[config.mk]
export PLATFORM = sky130hd
export DESIGN_NAME = lru_ref_stack
export DESIGN_NICKNAME = d
export VERILOG_FILES = /design/src/rtl/lru_ref_stack.sv
export SDC_FILE = /design/constraint.sdc
export NUM_CORES = 1
export LEC_CHECK = 0
export BUFFER_PORTS_ARGS = -buffer_cell sky130_fd_sc_hd__buf_2
export CELL_PAD_IN_SITES_DETAIL_PLACEMENT = 1
export CELL_PAD_IN_SITES_GLOBAL_PLACEMENT = 2
export CORE_MARGIN = 2
export CORE_UTILIZATION = 30
export CTS_CLUSTER_DIAMETER = 50
export CTS_CLUSTER_SIZE = 8
export DETAILED_ROUTE_END_ITERATION = 8
export PLACE_DENSITY_LB_ADDON = 0.1
export SYNTH_ARGS = -nofsm -noshare
export SYNTH_HDL_FRONTEND = slang
export SYNTH_SLANG_ARGS = --single-unit
[constraint.sdc]
create_clock -name clk -period 5.8 [get_ports clk]
set_clock_uncertainty 0.2 [all_clocks]
set_input_delay 1.16 -clock clk [delete_from_list [all_inputs] [get_ports clk]]
set_output_delay 1.16 -clock clk [all_outputs]
set_load 0.01 [all_outputs]
[src/rtl/lru_ref_stack.sv]
module lru_ref_stack #(
  parameter int STACK_DEPTH = 16,
  parameter int NUM_FRAMES  = 64,
  parameter logic [15:0] LFSR_SEED = 16'hACE1
) (
  input  logic                                   clk,
  input  logic                                   rst,
  input  logic                                   ref_valid,
  input  logic [$clog2(NUM_FRAMES)-1:0]          ref_frame,
  input  logic                                   vic_req,
  output logic                                   vic_valid,
  output logic [$clog2(NUM_FRAMES)-1:0]          vic_frame,
  output logic                                   vic_error
);
  localparam int FW = $clog2(NUM_FRAMES);
  localparam int IW = (STACK_DEPTH > 1) ? $clog2(STACK_DEPTH) : 1;
  localparam int CW = $clog2(NUM_FRAMES + 1);

  logic [FW-1:0]          stk [STACK_DEPTH];
  logic [STACK_DEPTH-1:0] vld;
  logic [15:0]            lfsr;
  logic                   scanning;
  logic [FW-1:0]          cand;
  logic [CW-1:0]          tested;

  logic          hit;
  logic [IW-1:0] hit_idx;
  logic          cand_in;

  always_comb begin
    hit     = 1'b0;
    hit_idx = IW'(STACK_DEPTH - 1);
    cand_in = 1'b0;
    for (int i = STACK_DEPTH - 1; i >= 0; i--) begin
      if (vld[i] && stk[i] == ref_frame) begin
        hit     = 1'b1;
        hit_idx = IW'(i);
      end
      if (vld[i] && stk[i] == cand) cand_in = 1'b1;
    end
  end

  wire [FW-1:0] cand_start = FW'(32'(lfsr) % NUM_FRAMES);
  wire [FW-1:0] cand_next  = (cand == FW'(NUM_FRAMES - 1)) ? '0 : cand + 1'b1;
  wire          lfsr_fb    = lfsr[15] ^ lfsr[13] ^ lfsr[12] ^ lfsr[10];

  always_ff @(posedge clk) begin
    if (rst) begin
      vld <= '0;
      for (int i = 0; i < STACK_DEPTH; i++) stk[i] <= '0;
    end else if (ref_valid) begin
      for (int i = 1; i < STACK_DEPTH; i++) begin
        if (i <= int'(hit_idx)) begin
          stk[i] <= stk[i-1];
          vld[i] <= vld[i-1];
        end
      end
      stk[0] <= ref_frame;
      vld[0] <= 1'b1;
    end
  end

  always_ff @(posedge clk) begin
    if (rst) begin
      lfsr      <= LFSR_SEED;
      scanning  <= 1'b0;
      cand      <= '0;
      tested    <= '0;
      vic_valid <= 1'b0;
      vic_error <= 1'b0;
      vic_frame <= '0;
    end else begin
      lfsr      <= {lfsr[14:0], lfsr_fb};
      vic_valid <= 1'b0;
      vic_error <= 1'b0;
      if (!scanning) begin
        if (vic_req) begin
          scanning <= 1'b1;
          cand     <= cand_start;
          tested   <= '0;
        end
      end else if (!cand_in) begin
        vic_valid <= 1'b1;
        vic_frame <= cand;
        scanning  <= 1'b0;
      end else if (tested == CW'(NUM_FRAMES - 1)) begin
        vic_error <= 1'b1;
        scanning  <= 1'b0;
      end else begin
        cand   <= cand_next;
        tested <= tested + 1'b1;
      end
    end
  end


  top_push_chk: assert property (@(posedge clk) disable iff (rst)
    ref_valid |=> (vld[0] && stk[0] == $past(ref_frame)));


  vic_pulse_chk: assert property (@(posedge clk) disable iff (rst)
    vic_valid |=> !vic_valid);


  err_excl_chk: assert property (@(posedge clk) disable iff (rst)
    !(vic_valid && vic_error));


  err_pulse_chk: assert property (@(posedge clk) disable iff (rst)
    vic_error |=> !vic_error);


  vic_range_chk: assert property (@(posedge clk) disable iff (rst)
    vic_valid |-> int'(vic_frame) < NUM_FRAMES);


  no_restart_chk: assert property (@(posedge clk) disable iff (rst)
    (scanning && cand_in && tested != CW'(NUM_FRAMES - 1)) |=> scanning);
endmodule

==> results.toml, run 1 <==
[outcome]
status = "complete, no violations"

[yosys]
synth_edf_count = 60
synth_xor_area_frac = 0.202
syn_avg_cell_area_sq_um = 10.1
synth_compound_area_frac = 0.0656
ys_warn_count = 0
ys_seq_area_frac = 0.438
synthesis.area_sq_mm = 0.00823
synth_cell_types = 63
yosys.area.top_type = "dfxtp_1"
synth_top_family_by_area = "simple AND/OR/NAND/NOR gates"
synthFlopType = "dfxtp_1"
synth.area.mux_share = 0.0409
yosysTopAreaCellShare = 0.219
synth_nets = 825
yosys.area_share.simple = 0.204
synthTopCellsByArea = "dfxtp_1, edfxtp_1, xnor2_1, xor2_1, mux2i_1"
synthCells = 813
synth_fa_ha_area_frac = 0.00304
synth-seq-cells = 150
async_flop_share = 0

[detailed_routing]
firstDrtPassIters = 4
viasPerCell = 5.18
wl_per_cell_um = 22.1
drt_wl_total_um = 25700
antenna_left = 0
dr.first_iter.drc_count = 276
drc = 0
route.vias.total = 6030

[global_routing]
grt_pass1_wl_um = 40200
grtUsageTotal = 0.186
grt_pass1_vias = 6580
antenna_found_initial = 1
grt_start_max_net_pins = 50
grt-ovfl-total = 0

[power_and_ir_drop]
max-vdd-ir-drop_v = 0.000147
p_leak_uw = 0.00354
p_per_area_mw_per_mm2 = 283

[run]
max_cap_viol_count = 0

[clock_tree]
post-cts-setup-buffers = 0
root_buffer = "clkbuf_16"
clk_path_buf_depth = 2
cts_resized = 0
hold_buffers = 0
clkLatencyLatePin_ns = 0.44
clk_pin_slew_ns = 0.07
numCtsBuffers = 17
cts.sinks = 150
htree_levels = 4
cts_tree = "done"

[die]
io_pins = 18
dieHeight_um = 170
die_area_sq_mm = 0.0288
die_w_um = 170
fp.coreArea_sq_mm = 0.0270
rows = 60
start_util = 0.305

[sta]
tightest_slew_ns = 0.968
tns_ns = 0
worst_hold_slack_ns = 0.214
maxSlewHeadroom = 0.349
fmax_mhz = 227
drv_slew = 0
hold_viol = 0
fin_crit_sh = 0.759
setup_viol = 0
rsz0062_at_grt = "no"
period_needed_ns = 4.40

[cells_and_area]
layout-drive-gt1-share = 0.103
fin_nets = 822
regArea_sq_mm = 0.00360
syn2layout_area_growth_pct = 10.1
postLayoutCellArea_sq_mm = 0.00906
most-common-layout-cells = "xnor2_1, xor2_1, dfxtp_1, edfxtp_1, nand2_1"
fin_cells = 1164
final_common_cell = "xnor2_1"
multi_input_comb_area_sq_mm = 0.00425
fillerInstances = 3020

[critical_path]
startpoint_type = "input port"
worstPathArrival_ns = 4.25
criticalPathCategory = "input port to flop"
required_ns = 5.65
regToRegStartpoint = "cand[5]"
path_max_fanout = 16
cp-end-kind = "flop"
crit_start = "ref_frame[4]"

[placed_design]
place_inst = 1132
hpwlAfterDp_um = 18300
gp_congestion = 0.804
placed_area_sq_mm = 0.00849
port_buffers = 17

[hold_path]
hp-class = "flop to flop"
worstHoldStart = "lfsr[9]"
[final cells by class]
type,instances,area share
well taps,341,0.0471
diodes,1,0.000276
repair buffers,28,0.0185
clock buffers,17,0.0470
flip-flops and latches,150,0.398
multi-input cells,600,0.469
inverters,13,0.00539
clock inverters,14,0.0149
[cell usage after synthesis (all sizes together) (2+ instances only)]
library cell,n
xnor2,97
xor2,93
dfxtp,90
edfxtp,60
nand2,46
nor2,40
nand4,37
nor4,34
and2,31
and3,31
mux2i,28
buf,27
a21oi,23
clkbuf,23
nand3,23
nor2b,23
o21ai,15
inv,13
or4,12
or2,11
nor3,7
a31oi,5
mux2,5
a211oi,4
or3,4
a21o,3
o311ai,3
a22o,2
a32o,2
ha,2
o2111ai,2
o31ai,2
[critical path, stage by stage]
cell,delay (ns)
buf_2,0.49
xnor2_1,0.19
nand4_1,0.13
nor4_1,0.75
nor2_1,0.11
o221a_2,0.39
a21o_1,0.27
o21ai_0,0.75
[sequential cells by signal, indices dropped and copies added (netlist names)]
register   count
vic_valid      1
stk           96
tested         7
vic_error      1
scanning       1
vld           16
cand           6
vic_frame      6
lfsr          16
[kinds of logic after synthesis]
group	Yosys count
flops	150
buf+inv	63
mux	33
compound gates	75
simple gates	300
xor+xnor	190
fa+ha+maj	2
[path summary, 6_finish.rpt]
check	to	slack [ns]	cells past startpoint
max	stk[0][21]	1.40	8
min	lfsr[10]	0.21	1
max reg2reg	cand[4]	1.92	8
min reg2reg	lfsr[10]	0.21	1
[power breakdown]
group	internal [uW]	leakage, uW	switching (uW)
clock	566	0.000275	519
combinational	109	0.00186	159
sequential	1150	0.00140	63.0
total	1820	0.00354	741
[metal layers]
metal / track usage / wire length [um] / vias to the layer above
li1: - / - / 2853
met1: 0.237 / 12000 / 3058
met2: 0.321 / 12700 / 89
met3: 0.0340 / 595 / 30
met4: 0.0524 / 468 / 0
met5: 0 / 0 / -
[through the flow]
stage | util | power, uW | setup slack, ns
2_1_floorplan | - | 1420 | 1.87
3_3_place_gp | 0.315 | 1490 | 1.06
3_5_place_dp | 0.315 | 1500 | 0.955
4_1_cts | 0.336 | 2600 | 1.41
5_1_grt | 0.336 | 2680 | 1.14
6_report | 0.336 | 2560 | 1.40
No activity file was read; power rests on OpenSTA's default activity.
==> inputs of run 2 (changes only) <==
Clock period 5.8 ns to 4.6 ns, I/O delays scaled along.
==> run 2 against run 1 <==
Clock power increased by 28%. Clock-buffer cell count grew 2. Worst hold slack worse by 0.0027 ns. Via count grew 0.43%. Final area rose by 1.9%. Sequential share of layout area is 0.75 points lower. Highest routed layer unchanged.
==> results.toml, run 2 (same netlist as run 1, synthesis figures left out) <==
[cells_and_area]
top_regs = "stk (96), lfsr (16), vld (16)"
largest_register_ffs = 96
antenna_cells = 0
layout-drive-gt1-share = 0.122
most-common-layout-cells = "xnor2_1, xor2_1, dfxtp_1, edfxtp_1, nand2_1"
final_common_cell = "xnor2_1"
syn2layout_area_growth_pct = 12.2
top_register = "stk"
fin_nets = 841

[detailed_routing]
dr.first_iter.drc_count = 274
drt_wl_total_um = 25300
antenna_left = 0
firstDrtPassIters = 4
route.vias.total = 6056
drc = 0
viasPerCell = 5.12
wl_per_cell_um = 21.4

[sta]
hold_viol = 0
fin_crit_sh = 0.858
maxSlewHeadroom = 0.363
tightest_slew_ns = 0.954
rsz0062_at_grt = "no"
drv_slew = 0
period_needed_ns = 3.95
setup_viol = 0
tns_ns = 0
fmax_mhz = 253
worst_hold_slack_ns = 0.211

[die]
rows = 60
die_w_um = 170
die_area_sq_mm = 0.0288
dieHeight_um = 170
fp.coreArea_sq_mm = 0.0270
io_pins = 18
start_util = 0.305

[global_routing]
grt_use_met2 = 0.330
grt_pass1_wl_um = 39700
grt_use_met3 = 0.0285
grtUsageMet1 = 0.229
top_usage_layer = "met2"
grt-ovfl-total = 0
grt_start_max_net_pins = 41
grt_pass1_vias = 6591
grtUsageTotal = 0.184
antenna_found_initial = 0

[clock_tree]
clk_pin_slew_ns = 0.07
cts_resized = 0
htree_levels = 4
hold_buffers = 0
numCtsBuffers = 17
cts.sinks = 150
post-cts-setup-buffers = 0
root_buffer = "clkbuf_16"
clk_path_buf_depth = 2
cts_tree = "done"
clkLatencyLatePin_ns = 0.43

[critical_path]
criticalPathCategory = "input port to flop"
path_max_fanout = 16
regToRegStartpoint = "cand[4]"
worstPathArrival_ns = 3.86
cp-end-kind = "flop"
crit_start = "ref_frame[4]"
startpoint_type = "input port"
required_ns = 4.51

[hold_path]
hp-class = "flop to flop"
worstHoldStart = "lfsr[9]"

[placed_design]
hpwlAfterDp_um = 18100
gp_congestion = 0.813
port_buffers = 17

[power_and_ir_drop]
max-vdd-ir-drop_v = 0.000237
p_per_area_mw_per_mm2 = 355
p_leak_uw = 0.00364

[run]
max_cap_viol_count = 0

[outcome]
status = "complete, no violations"
## run 2: final timing paths
check,endpoint,slack (ns),depth (start not counted)
worst max-delay path,stk[0][44],0.65,9
worst min-delay path,lfsr[10],0.21,1
worst min register to register,lfsr[10],0.21,1
worst max register to register,tested[3],0.91,10
## run 2: where the power goes
group	internal (uW)	switching [uW]	total, uW
registers	1440	73.4	1520
logic	147	204	351
clock network	778	624	1400
## run 2: worst max-delay path: stages
cell and delay, ns:
buf_2 0.48, xnor2_1 0.19, nand4_1 0.13, nor4_1 0.68
nor2_1 0.11, o221a_2 0.41, a21oi_1 0.49, nand2_1 0.19
nand2_1 0.26
## run 2: through the flow
stage          power, uW  instances  instance area (sq um)  utilization  setup slack (ns)
2_1_floorplan       1790        813                   8230            -             0.906
3_3_place_gp        1890       1151                   8650        0.321             0.270
3_5_place_dp        1900       1151                   8650        0.321             0.238
4_1_cts             3320       1183                   9230        0.342             0.658
5_1_grt             3410       1183                   9230        0.342             0.397
6_report            3270       1183                   9230        0.342             0.653
## run 2: layout make-up
cell class,count,area [sq um]
repair buffers,47,323
fillers,3015,17700
flip-flops and latches,150,3600
inverters,13,48.8
clock inverters,13,138
clock buffers,19,443
multi-input cells,600,4250
well taps,341,427
## run 2: routing by layer
| metal | routed length [um] | part of all wire |
|---|---|---|
| met5 | 0 | 0 |
| met4 | 313 | 0.012 |
| met3 | 507 | 0.020 |
| met2 | 12900 | 0.51 |
| met1 | 11600 | 0.46 |
